===== config.mk =====
export PLATFORM = sky130hd
export DESIGN_NAME = gpio_irq_port
export DESIGN_NICKNAME = d
export VERILOG_FILES = /design/src/rtl/gpio_irq_port.sv
export SDC_FILE = /design/constraint.sdc
export NUM_CORES = 1
export LEC_CHECK = 0
export BUFFER_PORTS_ARGS = -buffer_cell sky130_fd_sc_hd__buf_2
export CAP_MARGIN = 25
export CORE_UTILIZATION = 30
export CTS_CLUSTER_DIAMETER = 60
export DETAILED_ROUTE_END_ITERATION = 8
export SLEW_MARGIN = 15
export SYNTH_ARGS = -nofsm -noshare
export SYNTH_HDL_FRONTEND = slang
export SYNTH_SLANG_ARGS = --single-unit

===== constraint.sdc =====
create_clock -name clk -period 2.1 [get_ports clk]
set_clock_uncertainty 0.15 [all_clocks]
set_input_delay 0 -clock clk [delete_from_list [all_inputs] [get_ports clk]]
set_output_delay 0 -clock clk [all_outputs]
set_load 0.01 [all_outputs]

===== src/rtl/gpio_irq_port.sv =====
module gpio_irq_port #(
  parameter int NPIN = 8,
  parameter int AW   = 3
) (
  input  logic            clk,
  input  logic            rst_n,
  input  logic [AW-1:0]   bus_addr,
  input  logic            bus_we,
  input  logic [NPIN-1:0] bus_wdata,
  output logic [NPIN-1:0] bus_rdata,
  input  logic [NPIN-1:0] pin_in,
  output logic [NPIN-1:0] pin_out,
  output logic [NPIN-1:0] pin_oe,
  input  logic            irq_mask,
  output logic            irq
);
  localparam logic [AW-1:0] A_LAT  = AW'(0);
  localparam logic [AW-1:0] A_DIR  = AW'(1);
  localparam logic [AW-1:0] A_OPT  = AW'(2);
  localparam logic [AW-1:0] A_SENS = AW'(3);
  localparam logic [AW-1:0] A_PEND = AW'(4);
  localparam logic [AW-1:0] A_LVL  = AW'(5);

  logic [NPIN-1:0] lat_q, dir_q, opt_q, pend_q, sy1_q, sy2_q, det_prev_q;
  logic [1:0]      sens_q;
  logic [NPIN-1:0] armed, det_in, fall, rise, evt, rd_mux;
  logic            level_req;

  assign armed  = ~dir_q & opt_q;
  assign det_in = ~armed | sy2_q;
  assign fall   = det_prev_q & ~det_in;
  assign rise   = ~det_prev_q & det_in;

  always_comb begin
    case (sens_q)
      2'b01:   evt = rise;
      2'b10:   evt = fall;
      2'b11:   evt = rise | fall;
      default: evt = '0;
    endcase
  end

  assign level_req = (sens_q == 2'b00) && |(armed & ~sy2_q);
  assign irq       = ~irq_mask & ((|pend_q) | level_req);
  assign pin_out   = lat_q;
  assign pin_oe    = dir_q & (opt_q | ~lat_q);

  always_comb begin
    case (bus_addr)
      A_LAT:   rd_mux = lat_q;
      A_DIR:   rd_mux = dir_q;
      A_OPT:   rd_mux = opt_q;
      A_SENS:  rd_mux = NPIN'(sens_q);
      A_PEND:  rd_mux = pend_q;
      A_LVL:   rd_mux = sy2_q;
      default: rd_mux = '0;
    endcase
  end

  always_ff @(posedge clk) begin
    if (!rst_n) begin
      lat_q      <= '0;
      dir_q      <= '0;
      opt_q      <= '0;
      sens_q     <= 2'b00;
      pend_q     <= '0;
      sy1_q      <= '1;
      sy2_q      <= '1;
      det_prev_q <= '1;
      bus_rdata  <= '0;
    end else begin
      sy1_q      <= pin_in;
      sy2_q      <= sy1_q;
      det_prev_q <= det_in;
      bus_rdata  <= rd_mux;
      if (bus_we && bus_addr == A_LAT)  lat_q  <= bus_wdata;
      if (bus_we && bus_addr == A_DIR)  dir_q  <= bus_wdata;
      if (bus_we && bus_addr == A_OPT)  opt_q  <= bus_wdata;
      if (bus_we && bus_addr == A_SENS) sens_q <= bus_wdata[1:0];
      pend_q <= (pend_q & ~((bus_we && bus_addr == A_PEND) ? bus_wdata : '0)) | evt;
    end
  end
endmodule


# Yosys cells after proc, flatten, opt, wreduce, memory -nomap -nowiden
# Index checks and enable logic that the tools add are counted.
[classes]
n_addsub = 0
mul = 0
div = 0
n_lt_le_gt_ge = 0
eq_ne = 8
shifts = 0
n_mux = 3
bitwise_logic = 20
n_reduce_logical = 10
[op_table]
columns = ["op", "n"]
rows = [
  ["$not 8->8", 7],
  ["$and 8x8->8", 6],
  ["$pmux 8 s6", 1],
  ["$or 8x8->8", 4],
  ["$pmux 8 s3", 1],
  ["$reduce_or 8->1", 2],
  ["$mux 8", 1],
  ["$eq 3x2->1 const B", 2],
  ["$eq 3x3->1 const B", 2],
  ["$logic_and 1x1->1", 6],
  ["$eq 2x2->1 const B", 2],
  ["$eq 3x1->1 const B", 1],
  ["$logic_not 3->1", 1],
  ["$eq 2x1->1 const B", 1],
  ["$logic_not 2->1", 1],
  ["$and 1x1->1", 1],
  ["$not 1->1", 1],
  ["$or 1x1->1", 1],
]
[totals]
register_bits = 66
latchBits = 0
mem_bits_rw = 0
rom_bits = 0
out_inout_bits = 25
word_cells = 50
memories = 0

# Logic depth before layout (Yosys ltp)
# Gate-level depths: netlist of run 1.
[logic_depth]
ltp_word = 9
mapped_depth = 6

# Worst setup path before layout of run 1
# No wires, ideal clock.
[synth_path]
path_type = "flip-flop to flip-flop"
start = "register dir_q[0]"
end = "register pend_q[0]"
setup_ns = 0.125
arrival_ns = 1.321
t_required_ns = 1.825
slack_ns = 0.504
path_stages_with_launch = 7
period_less_slack_ns = 1.596
cell_sequence = "dfxtp_1 -> nor3b_2 -> inv_1 -> ha_1 -> mux2i_1 -> a222oi_1 -> nor2b_1"
[synth_between]
elab_chain_cells = 9
[synth_rtl]
columns = ["item", "line_no", "source"]
rows = [
  ["from (decl)", "24", "logic [NPIN-1:0] lat_q, dir_q, opt_q, pend_q, sy1_q, sy2_q, det_prev_q;"],
  ["from (signal assigned)", "77", "if (bus_we && bus_addr == A_DIR) dir_q <= bus_wdata;"],
  ["$not 8->8 *", "29", "assign armed = ~dir_q & opt_q;"],
  ["$and 8x8->8 *", "29", ""],
  ["$not 8->8 *", "30", "assign det_in = ~armed | sy2_q;"],
  ["$or 8x8->8 *", "30", ""],
  ["net det_in[0]", "26", "logic [NPIN-1:0] armed, det_in, fall, rise, evt, rd_mux;"],
  ["$not 8->8", "31", "assign fall = det_prev_q & ~det_in;"],
  ["$and 8x8->8", "31", ""],
  ["$or 8x8->8", "38", "2'b11: evt = rise | fall;"],
  ["$pmux 8 s3 *", "35", "case (sens_q)"],
  ["$or 8x8->8 *", "80", "pend_q <= (pend_q & ~((bus_we && bus_addr == A_PEND) ? bus_wdata : '0)) | evt;"],
  ["to (signal assigned)", "80", ""],
  ["to (decl)", "24", ""],
]
# The timed path passes the listed nets; every way through them passes the cells marked *.
# A chain may end at the register's enable or synchronous reset.

# Worst setup path in the final report of run 1
[layout_path]
start = "register opt_q[6]"
end = "output port irq"
[layout_between]
elab_chain_cells = 6
[layout_rtl]
columns = ["item", "line_no", "source"]
rows = [
  ["from (decl)", "24", ""],
  ["from (signal assigned)", "78", "if (bus_we && bus_addr == A_OPT) opt_q <= bus_wdata;"],
  ["$and 8x8->8", "29", ""],
  ["$and 8x8->8", "43", "assign level_req = (sens_q == 2'b00) && |(armed & ~sy2_q);"],
  ["$reduce_or 8->1", "43", ""],
  ["$logic_and 1x1->1", "43", ""],
  ["$or 1x1->1", "44", "assign irq = ~irq_mask & ((|pend_q) | level_req);"],
  ["$and 1x1->1", "44", ""],
  ["to (decl)", "15", "output logic irq"],
]
# Every way passes these cells.

==> summary.md, run 1 <==
| Metric | Value |
|---|---|
| Maximum vdd drop | between 300 and 400 uV |
| PortBufs | 47 |
| CP delay by family, top | compound AO/OA/AOI/OAI gates |
| Slew @ Worst Pin | 0.703 ns |
| Hold path depth | 3 |
| HP Class | primary input to flip-flop |
| Pre-CTS WS | ~0.28 ns |
| Pins over their slew limit | 0 |
| Largest net degree at the start of global routing | 37 |
| Delay of the slowest critical-path stage | 0.36 ns |
| Register area share after synthesis | between 40% and 50% |
| Clock share of power | 40.7% |
| Crit end category | output port |
| Die X | between 100 and 150 um |
| Final setup margin | 0.116 ns |
| Post-synth top area share | 41.9% |
| Cts bufs inserted | 9 |
| Largest area contributor in the netlist | dfxtp_1 |
| Clk Latency, worst-skew pair | 0.35 ns |
| Critical path depth | 5 |
| Leak | 0.00158 uW |
| Part of the power in registers | 50.2% |
| Critical path, cell by cell | nor3b_2, nor4_1, a211o_1, a31oi_1, buf_2 |
| Psw | between 600 and 700 uW |
| CP Launch Type | flip-flop |
| Synth Cell Area | 3150 um2 |
| Final ANT Viol Nets | 0 |
| Min cycle time layout | slightly below 2 ns |
| Vias per std cell | 4.72 |
| Root Buffer Master | clkbuf_8 |
| Pwr/cell area | around 660 nW/um2 |
| R2r worst-path depth | 6 |
| Dpl cells | 520 |
| Clk buf depth | 2 |
| Sw frac | 24.3% |
| Filler instances | 1032 |
| Fmax | 0.504 GHz |
| Final setup fails | 0 |
| DRT iter0 DRCs | 189 |
| Max-cap violation count | 0 |
| WL/cell | 14.6 um |
| Die area | 10900 um2 |
| Initial antenna violation count | 0 |
| WP data arrival | about 1.8 ns |
| Area Growth Syn to Fin | 24.9% |
| Worst relative slew slack | between 50% and 60% |
| Kind of critical path | flip-flop to output port |
| First-pass GRT wire length | about 13 mm |
| Core footprint | 10200 um2 |
| Post-Syn Area per Cell | 9.00 um2 |
| Die Y | 104 um |
| Worst Path Required | 1.95 ns |
| Outcome | finished, final reports clean |
| Comb power frac | 9.1% |
| Vias post-DR | 2625 |
| N_diodes | 0 |
| I/O pins | 48 |
| Clock slew at reported path FFs | 0.07 ns |
| RSZ-0062 raised after global routing | no |
| Share of cells above drive strength 1 | roughly 20% |
| Syn_nets | 389 |
| Crit path buf inv count | 1 |
| CP max stage cell | dfxtp_1 |
| Nets | 455 |
| Vias in the first global route | ~2600 |
| Syn. warnings | 0 |
| Final period utilization | 94.5% |
| Post-DP HPWL | 5.52 mm |
| DRC Markers | 0 |
| Grt total ovfl | 0 |
| Setup Total Neg Slack | 0 ns |
| Synthesized instance count | 350 |
| DR pass1 iterations | 4 |
| Row Count | 37 |
| Synth top area cells | dfxtp_1, ha_1, nand2_1, nor2b_1, a21boi_1 |
| FF+latch count, synth | 66 |
| GRT Overall Usage | 15.8% |
| Placer Congestion | ~0.8 |
| Htree depth | 3 |
| Fin cells | 556 |
| Post-layout util | a little under 40% |
| Post-Route WL | 8.10 mm |
| Starting Density | 30.8% |
| Pint | around 2000 uW |
| CTS sink cnt | 66 |
| Yosys cell types | 38 |
| CTS tree | built |
| Crit-path max FO | 4 |
| Final hold viol count | 0 |
## placed cells by master, fill, tap and decap left out, types with 13 or more instances in the layout
cell type / n
inv_1: 28
dlygate4sd3_1: 21
ha_1: 16
nand2_1: 50
nor2b_1: 21
nand2b_1: 17
nor2_1: 14
a21boi_1: 16
dfxtp_1: 66
buf_2: 47
a21oi_1: 13
## worst paths after layout
kind | startpoint | to | slack (ns)
hold / removal | bus_addr[1] | bus_rdata[1] | 0.03
setup / recovery | opt_q[6] | irq | 0.12
hold reg to reg | sy1_q[2] | sy2_q[2] | 0.26
setup reg to reg | opt_q[6] | pend_q[6] | 0.28
## cell type report
type / count / area (um2) / area share [%]
inverters: 28 / 105 / 2.67
clock buffers: 10 / 138 / 3.50
well taps: 136 / 170 / 4.33
flip-flops and latches: 66 / 1320 / 33.6
multi-input cells: 234 / 1620 / 41.2
repair buffers: 77 / 526 / 13.4
clock inverters: 5 / 55.1 / 1.40
## cells by family after synthesis
| family | count (synthesis) | synth area share, % |
|---|---|---|
| DFF | 66 | 41.9 |
| adders and majority gates | 16 | 6.35 |
| AOI/OAI and AO/OA | 70 | 16.0 |
| buffers and inverters | 50 | 7.07 |
| muxes | 17 | 5.64 |
| and+or+nand+nor | 131 | 23.0 |
## synth_stat cells
library cell / number
a211o_1: 1
o21a_1: 2
a31oi_1: 1
and2_1: 6
nor2b_1: 21
mux2_2: 4
nor3_2: 1
a21boi_1: 16
a221oi_1: 1
a22oi_1: 11
buf_2: 7
nor2b_2: 1
nor3b_2: 8
mux2i_1: 11
buf_4: 3
nand3_1: 3
mux2_1: 2
nor4_1: 4
ha_1: 16
a21boi_0: 8
inv_1: 28
and4bb_1: 2
o211a_1: 1
or3_1: 1
buf_6: 2
nor2_1: 14
o21ai_0: 2
o22ai_1: 6
nand2_1: 50
dfxtp_1: 66
and2b_1: 1
buf_1: 1
a222oi_1: 8
nor3_1: 1
and3_1: 1
nand2b_1: 17
clkbuf_1: 9
a21oi_1: 13
## tightest hold or removal path, delay by kind of cell
family	cells	cell delay (ns)
and+or+nand+nor	1	0.19
buffers and inverters	1	0.19
AOI/OAI and AO/OA	1	0.12
## state kept, by name, summed over array words and instances, names as in the netlist
register    cells
sy2_q           8
dir_q           8
opt_q           8
pin_out         8
sens_q          2
sy1_q           8
bus_rdata       8
pend_q          8
det_prev_q      8
## per-stage QoR
stage	area (um2)	hold WS, ns	total power, uW
2_1_floorplan	3150	-0.106	1460
3_3_place_gp	3520	0.0334	1530
3_5_place_dp	3520	0.0337	1540
4_1_cts	3920	0.0302	2620
5_1_grt	3930	0.0409	2710
6_report	3930	0.0323	2600
## power groups by stage
stage          logic [uW]  registers [uW]  clock network (uW)
2_1_floorplan         127            1330                   0
3_3_place_gp          204            1330                   0
3_5_place_dp          206            1330                   0
4_1_cts               236            1300                1080
5_1_grt               258            1310                1150
6_report              237            1300                1060
## what timing repair did
action / in CTS / in global routing
endpoints found under the setup margin: 0 / 1
hold buffers: 21 / 0
resized for setup: 0 / 2
hold endpoints to repair: 49 / 0
setup buffers: 0 / 0
## layer usage
metal	up-vias	routed length [um]	track usage [%]
met5	-	0	0
met4	0	87	5.51
li1	1315	-	-
met1	1222	3880	20.5
met2	79	3640	24.8
met3	9	497	4.51
Note: power is estimated with default switching activity, not from simulation.
==> run 2: changes to the inputs <==
Settings changed: ABC_AREA from default to 1.
Clock period 2.1 ns to 2.45 ns, I/O delays scaled along.
==> run 2 against run 1 <==
  * Worst hold slack worse by 0.00090 ns
  * Sequential cell count is the same
  * Wire length decreased by 6.7%
  * Total power down 13%
==> summary.md, run 2 <==
| Metric | Value |
|---|---|
| Outcome | finished, final reports clean |
| Nets | 492 |
| Leak | 0.00176 uW |
| Slew @ Worst Pin | ~0.45 ns |
| Vias per std cell | 4.55 |
| Crit end category | flip-flop |
| GRT Overall Usage | 16.3% |
| Synthesized instance count | 377 |
| Final period utilization | 83.2% |
| Synth Cell Area | a little under 3000 um2 |
| N_diodes | 0 |
| Yosys cell types | 24 |
| Worst Path Required | 2.59 ns |
| HP Class | primary input to flip-flop |
| WL/cell | 12.9 um |
| DRC Markers | 0 |
| Most frequent cells in the layout | dfxtp_1, inv_1, nand2_1, a21oi_1, buf_2 |
| Min cycle time layout | 2.04 ns |
| Area Growth Syn to Fin | 28.4% |
| Pre-CTS WS | 0.955 ns |
| CP Launch Type | primary input |
| Share of cells above drive strength 1 | about 20% |
| Post-Route WL | 7.55 mm |
| CTS tree | built |
| Crit-path max FO | 16 |
| Vias post-DR | 2668 |
| RSZ-0062 raised after global routing | no |
| Cts bufs inserted | 9 |
| First-pass GRT wire length | 12.2 mm |
| Clk buf depth | 2 |
| Async SR Flop Fraction | 0% |
| Fmax | around 0.49 GHz |
| PortBufs | between 40 and 50 |
| DRT iter0 DRCs | 140 |
| Final setup margin | 0.412 ns |
| Most frequent cells after synthesis | dfxtp_1, inv_1, nand2_1, a21oi_1, o21ai_0 |
| Worst relative slew slack | 69.9% |
| Post-synth top area share | a little under half |
| Largest net degree at the start of global routing | 34 |
| Clock slew at reported path FFs | 0.08 ns |
| Die Y | 100 um |
| Clk Latency, worst-skew pair | 0.35 ns |
| Max-cap violation count | 0 |
| Post-CTS setup buffer count | 0 |
| Filler instances | 975 |
| Row Count | 35 |
| Leading cell type in the layout, fill and taps excluded | dfxtp_1 |
| Vias in the first global route | 2539 |
| Dpl cells | 546 |
| Final ANT Viol Nets | 0 |
| Top FF cell, synth | dfxtp_1 |
| Final hold viol count | 0 |
| Htree depth | 3 |
| Initial antenna violation count | 0 |
| Synth top area cells | dfxtp_1, a21oi_1, inv_1, ha_1, o21ai_0 |
| WP data arrival | 2.18 ns |
| DR pass1 iterations | 5 |
| Kind of critical path | primary input to flip-flop |
| Final Power | 2260 uW |
| Pins over their slew limit | 0 |
| Post-DP HPWL | 5.24 mm |
| Final setup fails | 0 |
| Core footprint | 9280 um2 |
| Fin cells | 587 |
| Placer Congestion | 0.837 |
| I/O pins | 48 |
| Starting Density | between 30 and 40% |
| Post-Syn Area per Cell | 7.67 um2 |
| Syn. warnings | 0 |
| FF+latch count, synth | 66 |
| Grt total ovfl | 0 |
| Maximum vdd drop | 300 uV |
| Root Buffer Master | clkbuf_8 |
| Setup Total Neg Slack | 0 ns |
| Hold WS | 0.0314 ns |
| Pwr/cell area | 608 nW/um2 |
| Die area | roughly 10000 um2 |
| Largest area contributor in the netlist | dfxtp_1 |
| CTS sink cnt | 66 |
| Syn_nets | 416 |
| Most frequent cell after synthesis | dfxtp_1 |
| Register area share after synthesis | a little under half |
| Count of flip-flops with a built-in enable after synthesis | 0 |
| Die X | 100 um |
## run 2: cell types whose count changed in the layout (fill, tap and decap cells not counted), sizes merged, moves of 16 or more
cell	change
o21ai	+42
inv	+35
a21oi	+34
a21boi	-24
nor2	+22
nor2b	-22
nand2b	-17
or2	+16
## run 2: repair_timing
item | 4_1_cts | 5_1_grt
hold endpoints to repair | 51 | 0
hold buffers | 25 | 0
gates resized for setup | 0 | 0
## run 2: power breakdown
part	switching [uW]	internal (uW)
sequential	14.6	1100
combinational	113	82.6
clock	420	524
## run 2: critical path: stages
cell and delay, ns:
dlygate4sd3_1 0.54, buf_2 0.13, inv_1 0.11, nand3_2 0.19, nor2_4 0.37, o21ai_0 0.14, a21oi_1 0.13, dlygate4sd3_1 0.56
## run 2: cells by family (layout without fill, tap and decap cells)
kind of cell	Yosys count	count (layout)	share of synthesized area, %
flops	66	66	45.7
simple gates	119	119	18.9
compound gates	104	104	18.7
fa+ha+maj	16	16	6.92
buf+inv	72	153	9.77
## run 2: routing by layer
layer  share of wire, %  routed length [um]  track usage, %  up-vias
met5                  0                   0               0        -
met4               0.98                  74            5.46        0
met3                6.2                 472            4.39       10
met2                 46                3460            25.7       70
met1                 47                3550            21.5     1220
li1                   -                   -               -     1368
## run 2: final cells by class
cell class | instances | area (um2) | share of cell area (%)
Multi-Input combinational cell | 239 | 1290 | 34.7
Sequential cell | 66 | 1320 | 35.6
Timing Repair Buffer | 74 | 500 | 13.5
Inverter | 63 | 236 | 6.37
Clock inverter | 4 | 50.0 | 1.35
Clock buffer | 12 | 155 | 4.18
Tap cell | 129 | 161 | 4.35
## run 2: through the flow
stage / utilization [%] / instance area, um2
finish: 40.0 / 3710
global route: 40.0 / 3710
CTS: 40.0 / 3710
detailed placement: 35.1 / 3260
global placement: 35.1 / 3260
floorplan: - / 2890
## run 2: path summary, 6_finish.rpt
path | slack [ns] | to | startpoint | cells after the start
max reg2reg | 0.96 | pend_q[6] | dir_q[6] | 6
min reg2reg | 0.27 | sy2_q[6] | sy1_q[6] | 1
max | 0.41 | opt_q[4] | bus_addr[0] | 8
min | 0.03 | sens_q[1] | bus_addr[2] | 6
==> run 3: changes to the inputs <==
Settings changed: ABC_AREA 1 to 0.
Clock period 2.45 ns to 1.95 ns, I/O delays scaled along.
==> run 3 against run 2 <==
  * Sequential share of layout area shrank 2.5 points
  * Critical path depth shrank 3
  * Core utilization down 0.85 points
  * Wire length increased by 9.3%
  * Die area is 8.7% higher
  * Sequential cell count unchanged
  * Non-clock buffer count is 12 higher
  * Worst hold slack lost 0.020 ns
  * Combinational power is 34% higher
  * Critical path type is now flip-flop to output port
  * Largest cell class is now multi-input combinational cells
  * Highest routed layer unchanged
==> summary.md, run 3 (synthesized netlist as in run 1, its figures left out) <==
| Metric | Value |
|---|---|
| Final period utilization | 96.8% |
| Largest net degree at the start of global routing | 35 |
| Clock slew at reported path FFs | approximately 0.070 ns |
| Htree depth | 3 |
| Starting Density | 30.8% |
| DR pass1 iterations | 8 |
| Die Y | 104 um |
| Vias in the first global route | around 2600 |
| Placer Congestion | 0.782 |
| Worst Path Required | ~1.8 ns |
| DRC Markers | 0 |
| Min cycle time layout | 1.89 ns |
| Core footprint | 10200 um2 |
| Delay of the slowest critical-path stage | 0.35 ns |
| Die area | 10900 um2 |
| Pwr/cell area | 684 nW/um2 |
| CTS tree | built |
| Root Buffer Master | clkbuf_8 |
| Comb power frac | a little under a tenth |
| HP Class | primary input to flip-flop |
| Multi-input gate area | 1640 um2 |
| Fmax | 0.530 GHz |
| Clk buf depth | 2 |
| Crit-path max FO | 4 |
| GRT Overall Usage | 15.4% |
| R2R Setup Slk | 0.12 ns |
| Filler instances | roughly 1000 |
| Worst relative slew slack | between 50 and 60% |
| Outcome | finished, final reports clean |
| Leak | ~0.0016 uW |
| Register area | 1320 um2 |
| WL/cell | 14.6 um |
| Area Growth Syn to Fin | 27.1% |
| Most frequent cells in the layout | dfxtp_1, nand2_1, buf_2, inv_1, dlygate4sd3_1 |
| RSZ-0062 raised after global routing | no |
| Post-Route WL | 8.26 mm |
| CTS sink cnt | 66 |
| Final hold viol count | 0 |
| Vias post-DR | 2757 |
| CP delay by family, top | compound AO/OA/AOI/OAI gates |
| Psw | 642 uW |
| Pins over their slew limit | 0 |
| WP data arrival | ~1.7 ns |
| N_diodes | 0 |
| Share of cells above drive strength 1 | between 20% and 30% |
| Maximum vdd drop | between 300 and 400 uV |
| CP Launch Type | flip-flop |
| Pint | 2100 uW |
| Final Power | about 2700 uW |
| Initial antenna violation count | 0 |
| Vias per std cell | slightly below 5 |
| Crit end category | output port |
| Clk Latency, worst-skew pair | 0.34 ns |
| Crit path buf inv count | 1 |
| Final setup fails | 0 |
| First-pass GRT wire length | 13.0 mm |
| Post-DP HPWL | 5.65 mm |
| Cts bufs inserted | 9 |
| I/O pins | 48 |
| Part of the power in registers | about half |
| Clock share of power | 39.2% |
| Kind of critical path | flip-flop to output port |
| Leading cell type in the layout, fill and taps excluded | dfxtp_1 |
| Grt total ovfl | 0 |
| Setup Total Neg Slack | 0 ns |
| Max-cap violation count | 0 |
| Critical path, cell by cell | nor3b_4, nor4_1, a211o_1, a31oi_2, buf_2 |
| PortBufs | 47 |
| Final ANT Viol Nets | 0 |
| Row Count | 37 |
| DRT iter0 DRCs | ~250 |
| CP max stage cell | dfxtp_1 |
| Die X | 104 um |
| Slew @ Worst Pin | 0.600 ns |
| Post-layout util | 39.1% |
| Nets | 464 |
| Sw frac | 23.4% |
-- run 3: final cells by class --
type | instances | share of cell area, %
clock buffers | 13 | 3.47
clock inverters | 3 | 1.00
inverters | 28 | 2.62
multi-input cells | 234 | 41.0
flip-flops and latches | 66 | 33.1
well taps | 136 | 4.25
repair buffers | 86 | 14.6
-- run 3: metrics by stage --
stage,cells,hold slack (ns),instance area [um2],setup slack (ns)
2_1_floorplan,350,-0.106,3150,0.354
3_3_place_gp,524,0.0309,3540,0.215
3_5_place_dp,524,0.0325,3540,0.132
4_1_cts,566,0.00808,3980,0.0137
5_1_grt,566,0.0483,4010,0.000225
6_report,566,0.0113,4010,0.0624
-- run 3: power groups by stage --
stage                     Clock, uW  Combinational [uW]  Sequential [uW]
after floorplan                   0                 137             1430
after global placement            0                 222             1430
after detailed placement          0                 224             1430
after CTS                      1100                 259             1400
after global routing           1170                 284             1410
final                          1070                 261             1410
-- run 3: worst paths after layout --
check,depth (start not counted),endpoint,from
setup / recovery,5,irq,dir_q[6]
hold reg to reg,1,sy2_q[7],sy1_q[7]
hold / removal,4,sens_q[0],bus_we
setup reg to reg,7,pend_q[6],dir_q[6]
-- run 3: what timing repair did --
item | 4_1_cts | 5_1_grt
hold buffers | 22 | 0
gates resized for setup | 3 | 5
setup buffers | 4 | 0
pin swaps | 2 | 1
hold endpoints to repair | 52 | 0
setup endpoints to repair | 1 | 1
-- run 3: routing by layer --
metal  track usage (%)  up-vias  part of all wire, %
li1                  -     1327                    -
met3              3.70       11                  6.0
met4              4.18        0                  1.4
met5                 0        -                    0
met1              20.9     1306                   48
met2              24.4      113                   45
-- run 3: worst min-delay path, cell delays in order --
cell	delay (ns)
buf_2	0.14
nand3_1	0.14
mux2i_1	0.09
nor2b_1	0.10
